==> src/rtl/esc_pkg.sv <==
`timescale 1ns/1ps
package esc_pkg;
  localparam int BYTE_W = 8;

  typedef logic [BYTE_W-1:0] byte_t;

  typedef struct packed {
    logic  delim;
    byte_t data;
  } beat_t;

  function automatic byte_t esc_masked(byte_t d, byte_t m);
    return d ^ m;
  endfunction

  function automatic logic esc_special(byte_t d, byte_t flag, byte_t esc);
    return (d == flag) || (d == esc);
  endfunction
endpackage

==> src/rtl/esc_match.sv <==
`timescale 1ns/1ps
module esc_match
  import esc_pkg::*;
#(
  parameter int MAP_N = 5
) (
  input  logic [BYTE_W-1:0]       data,
  input  logic                    delim,
  input  logic [BYTE_W-1:0]       cfg_flag,
  input  logic [BYTE_W-1:0]       cfg_esc,
  input  logic [MAP_N*BYTE_W-1:0] cfg_map_val,
  input  logic [MAP_N-1:0]        cfg_map_en,
  output logic                    need_esc
);
  logic [MAP_N-1:0] ent_hit;
  logic             map_hit;
  logic             fixed_hit;

  for (genvar gi = 0; gi < MAP_N; gi++) begin : g_ent
    assign ent_hit[gi] = cfg_map_en[gi] &&
                         (cfg_map_val[gi*BYTE_W +: BYTE_W] == data);
  end

  assign map_hit   = |ent_hit;
  assign fixed_hit = esc_special(data, cfg_flag, cfg_esc);
  assign need_esc  = !delim && (map_hit || fixed_hit);
endmodule

==> src/rtl/esc_pipe.sv <==
`timescale 1ns/1ps
module esc_pipe
  import esc_pkg::*;
(
  input  logic              clk,
  input  logic              rst_n,
  input  logic              in_valid,
  output logic              in_ready,
  input  logic [BYTE_W-1:0] in_data,
  input  logic              in_delim,
  input  logic              need_esc,
  input  logic [BYTE_W-1:0] cfg_esc,
  input  logic [BYTE_W-1:0] cfg_mask,
  output logic              out_valid,
  input  logic              out_ready,
  output logic [BYTE_W-1:0] out_data,
  output logic              out_delim
);
  logic  out_v_q;
  beat_t out_q;
  logic  pend_q;
  byte_t pend_d_q;

  logic slot_free;
  logic in_fire;
  logic esc_fire;
  logic pend_fire;

  assign slot_free = !out_v_q || out_ready;
  assign in_ready  = slot_free && !pend_q;
  assign in_fire   = in_valid && in_ready;
  assign esc_fire  = in_fire && need_esc;
  assign pend_fire = pend_q && slot_free;

  always_ff @(posedge clk) begin
    if (!rst_n) begin
      out_v_q  <= 1'b0;
      out_q    <= '0;
      pend_q   <= 1'b0;
      pend_d_q <= '0;
    end else if (pend_fire) begin
      out_v_q  <= 1'b1;
      out_q    <= '{delim: 1'b0, data: pend_d_q};
      pend_q   <= 1'b0;
    end else if (in_fire) begin
      out_v_q <= 1'b1;
      if (need_esc) begin
        out_q    <= '{delim: 1'b0, data: cfg_esc};
        pend_q   <= 1'b1;
        pend_d_q <= esc_masked(in_data, cfg_mask);
      end else begin
        out_q <= '{delim: in_delim, data: in_data};
      end
    end else if (out_ready) begin
      out_v_q <= 1'b0;
    end
  end

  assign out_valid = out_v_q;
  assign out_data  = out_q.data;
  assign out_delim = out_q.delim;

  // held output stays frozen under backpressure
  a_r8_hold: assert property (@(posedge clk) disable iff (!rst_n)
    (out_valid && !out_ready) |=>
      (out_valid && $stable(out_data) && $stable(out_delim)));

  // one-cycle input stall after an escape is accepted
  a_r6_stall: assert property (@(posedge clk) disable iff (!rst_n)
    esc_fire |=> !in_ready);

  // first byte of a pair is the escape value
  a_r2_pair_head: assert property (@(posedge clk) disable iff (!rst_n)
    esc_fire |=> (out_valid && out_data == $past(cfg_esc) && !out_delim));

  // delimiter bytes pass raw and keep their tag
  a_r5_delim_raw: assert property (@(posedge clk) disable iff (!rst_n)
    (in_fire && in_delim) |=>
      (out_valid && out_delim && out_data == $past(in_data)));

  // accepted plain byte is presented on the next cycle
  a_r1_latency: assert property (@(posedge clk) disable iff (!rst_n)
    (in_fire && !need_esc && !in_delim) |=>
      (out_valid && !out_delim && out_data == $past(in_data)));
endmodule

==> src/rtl/octet_escaper.sv <==
`timescale 1ns/1ps
module octet_escaper
  import esc_pkg::*;
#(
  parameter int MAP_N = 5
) (
  input  logic                    clk,
  input  logic                    rst_n,
  input  logic [7:0]              cfg_flag,
  input  logic [7:0]              cfg_esc,
  input  logic [7:0]              cfg_mask,
  input  logic [MAP_N*8-1:0]      cfg_map_val,
  input  logic [MAP_N-1:0]        cfg_map_en,
  input  logic                    in_valid,
  output logic                    in_ready,
  input  logic [7:0]              in_data,
  input  logic                    in_delim,
  output logic                    out_valid,
  input  logic                    out_ready,
  output logic [7:0]              out_data,
  output logic                    out_delim
);
  logic need_esc;

  esc_match #(.MAP_N(MAP_N)) i_match (
    .data        (in_data),
    .delim       (in_delim),
    .cfg_flag    (cfg_flag),
    .cfg_esc     (cfg_esc),
    .cfg_map_val (cfg_map_val),
    .cfg_map_en  (cfg_map_en),
    .need_esc    (need_esc)
  );

  esc_pipe i_pipe (
    .clk       (clk),
    .rst_n     (rst_n),
    .in_valid  (in_valid),
    .in_ready  (in_ready),
    .in_data   (in_data),
    .in_delim  (in_delim),
    .need_esc  (need_esc),
    .cfg_esc   (cfg_esc),
    .cfg_mask  (cfg_mask),
    .out_valid (out_valid),
    .out_ready (out_ready),
    .out_data  (out_data),
    .out_delim (out_delim)
  );

  // idle output and open input right after reset
  a_r7_reset_idle: assert property (@(posedge clk)
    $rose(rst_n) |-> (!out_valid && in_ready));
endmodule

==> config.mk <==
export PLATFORM = sky130hd
export DESIGN_NAME = octet_escaper
export DESIGN_NICKNAME = d
export VERILOG_FILES = /design/src/rtl/esc_pkg.sv /design/src/rtl/esc_match.sv /design/src/rtl/esc_pipe.sv /design/src/rtl/octet_escaper.sv
export SDC_FILE = /design/constraint.sdc
export NUM_CORES = 1
export LEC_CHECK = 0
export ABC_AREA = 1
export BUFFER_PORTS_ARGS = -buffer_cell sky130_fd_sc_hd__buf_2
export CAP_MARGIN = 20
export CORE_MARGIN = 10
export CORE_UTILIZATION = 49
export CTS_BUF_LIST = sky130_fd_sc_hd__clkbuf_8
export DETAILED_ROUTE_END_ITERATION = 16
export PLACE_DENSITY_LB_ADDON = 0.15
export REMOVE_ABC_BUFFERS = 1
export SETUP_SLACK_MARGIN = 0.4
export SLEW_MARGIN = 20
export SYNTH_ARGS = -nofsm -noshare
export SYNTH_HDL_FRONTEND = slang
export SYNTH_SLANG_ARGS = --single-unit
==> constraint.sdc <==
create_clock -name clk -period 1.9 [get_ports clk]
set_input_delay 0.19 -clock clk [delete_from_list [all_inputs] [get_ports clk]]
set_output_delay 0.19 -clock clk [all_outputs]
set_load 0.05 [all_outputs]
==> metrics.txt <==
Netlist Area Pre-Place=slightly below 0.002 sq mm; crit path capture=i_pipe.out_data[0]; Placer Congestion=0.878; initial antenna violation count=0; Synth cell types=26; GR met2 Demand/Resource=between 20 and 30%; post-detail-place hpwl=around 5100 microns; Final Hold Viols=0; Die Span Y=83.5 microns; initial core utilization=between 50 and 60%; EDFF count, synth=0; #FFs+latches synth=19; Worst-path clk slew=approximately 0.070 ns; clk root buf=clkbuf_8; final WL=6070 microns; Final Cell Area=~0.0025 sq mm; FF-to-FF End=i_pipe.out_data[0]; Pint=about 0.76 mW; cells after synthesis=340; largest net degree at the start of global routing=19; GRT overflow=0; PD cells=between 400 and 500 mW/mm^2; post-synth top area share=roughly a fifth; Synth area leaders=nand2_1 (21%), dfxtp_1 (19%), xnor2_1 (9.3%); grt met3 use=~4.3%; post-synth top area cell=nand2_1; fin crit share=73.3%; Layout area overhead=28.5%; Worst-Margin Slew=approximately 0.28 ns; ant diodes=0; Pleak=1.43 nW; I/O pins=93; TritonCTS clock tree=done; sw power=0.422 mW; die area=approximately 0.0070 sq mm; worst reg2reg startpoint=i_pipe.out_valid; placed inst area=0.00241 sq mm; Max-Cap Viols=0; Num Clock Sinks=19; CORE AREA=between 0.003 and 0.004 sq mm; drt first pass iters=4; Total Power=between 1 and 1.5 mW; Tmin final=about 1.4 ns; row cnt=23; vias in the first global route=about 2.3k; worst hold slack=about 0.22 ns; Post-synth top cells=nand2_1 (110), inv_1 (47), nor2_1 (47); Port Buffers=92; Tot GR Track Use=roughly 16%; R2R Setup Slk=roughly 0.51 ns; WL/cell=12.6 microns; CP Launch Point=i_pipe.out_valid; Die W=about 83 microns; Critical Path AT=roughly 1.6 ns; Relative slew margins=approximately 82%; ys async rst share=0%; share of layout cells above drive strength 1=approximately 30%; nets=between 500 and 600; final clock skew=about 0.0024 ns; number of CTS-inserted buffers=3; worst vdd rail ir drop=~0.19 mV; Vias/cell=~4.7; GR Layer Usage met1=about a fifth; Worst-Skew Late Latency=between 0.2 and 0.3 ns; Slew Limit Fails=0; most frequent cell after synthesis=nand2_1; nature of the critical path startpoint=flop; Clock Path Buffers=2; Avg Cell Area, Syn=approximately 5.8 sq um; outcome=complete, no violations; DRC=0; Worst setup EP type=flop; combinational share of power=approximately 40%; Post-CTS Hold Fix Bufs=0; prevailing post-synth register cell=dfxtp_1; sequential share of power=about 36%; sequential share of the synthesized area=roughly a fifth; first-pass GRT wire length=roughly 10000 microns; H-tree depth=1; crit-path max FO=4; fin cells=481; unrepaired setup endpoints after global routing=no; Net Sw Frac=between 30 and 40%; Fmax achieved=between 700 and 800 MHz; DR vias=between 2k and 2.5k; synth warn=0; worst hold path class=input pin to flop; remaining antenna violation count=0; clock network power share=23.8%; Final setup viols=0; busiest grt layer=met2; reg2reg path depth=10; CP Class=flop to flop; Req. time, crit path=between 2 and 2.5 ns; Final Util=about 64%; initial drt markers=about 110; Cells after DPL=474
-- layout by cell type, fill, tap and decap left out, types with 5 or more instances in the layout --
master / Yosys / final
a22o_1: 8 / 8
o21ai_1: 13 / 13
nand3_1: 19 / 19
nor2_2: 5 / 5
buf_2: 0 / 85
a21oi_1: 9 / 9
inv_4: 4 / 5
inv_1: 47 / 46
inv_2: 3 / 5
xnor2_1: 21 / 21
nand2_2: 6 / 7
xor2_1: 8 / 8
nor2_1: 47 / 44
clkbuf_4: 0 / 7
dfxtp_1: 19 / 19
nand2_1: 110 / 109
-- layout make-up --
class,instances,area (sq um)
repair buffers,97,526
well taps,50,62.6
flip-flops and latches,19,380
fillers,389,1400
clock buffers,3,41.3
multi-input cells,256,1310
inverters,55,219
clock inverters,1,3.75
-- sequential cells by signal, indices dropped and copies added, names as in the netlist --
name / cells
i_pipe.out_data: 8
i_pipe.out_delim: 1
i_pipe.pend_q: 1
i_pipe.pend_d_q: 8
i_pipe.out_valid: 1
-- worst min-delay path by stage --
stage / startpoint / end / slack, ns / cells after the start
after floorplan: rst_n / i_pipe.out_valid / 0.29 / 2
after global placement: i_pipe.pend_d_q[3] / i_pipe.pend_d_q[3] / 0.46 / 2
after detailed placement: i_pipe.pend_d_q[3] / i_pipe.pend_d_q[3] / 0.47 / 2
after CTS: in_delim / i_pipe.out_delim / 0.23 / 3
after global routing: in_delim / i_pipe.out_delim / 0.24 / 3
final: in_delim / i_pipe.out_delim / 0.22 / 3
-- routing by layer --
metal  share of wire [%]  wire, microns
met1                  41           2510
met3                 8.2            498
met4                 1.6             95
met5                   0              0
met2                  49           2960
-- timing repair --
action	CTS	global route
resized for setup	3	16
buffers inserted	0	3
endpoints found under the setup margin	9	17
pin swaps	0	1
hold endpoints to repair	0	0
-- power groups by stage --
stage	Combinational [mW]	Sequential, mW	Clock [mW]
after detailed placement	0.452	0.432	0
after floorplan	0.213	0.482	0
after CTS	0.456	0.423	0.273
after global routing	0.531	0.424	0.292
final	0.475	0.423	0.280
after global placement	0.449	0.431	0
-- kinds of logic (layout without fill, tap and decap cells) --
logic type,Yosys count,in the layout,share of synthesized area (%)
compound gates,38,38,12.0
xor+xnor,29,29,12.9
simple gates,189,189,39.6
buf+inv,65,156,16.3
flops,19,19,19.3
-- critical path, stage by stage (launching register included) --
cell,delay [ns]
dfxtp_1,0.32
nand2_1,0.08
inv_2,0.10
nor2_2,0.05
nand2_2,0.09
inv_2,0.06
nor2_4,0.14
clkbuf_2,0.19
a22o_1,0.14
inv_1,0.03
a21oi_1,0.13
-- metrics by stage --
stage / setup TNS, ns / worst slack [ns]
3_5_place_dp: 0 / 0.163
2_1_floorplan: -5.06 / -0.304
3_3_place_gp: 0 / 0.189
4_1_cts: 0 / 0.401
5_1_grt: 0 / 0.406
6_report: 0 / 0.508
Note: power is estimated with default switching activity, not from simulation.
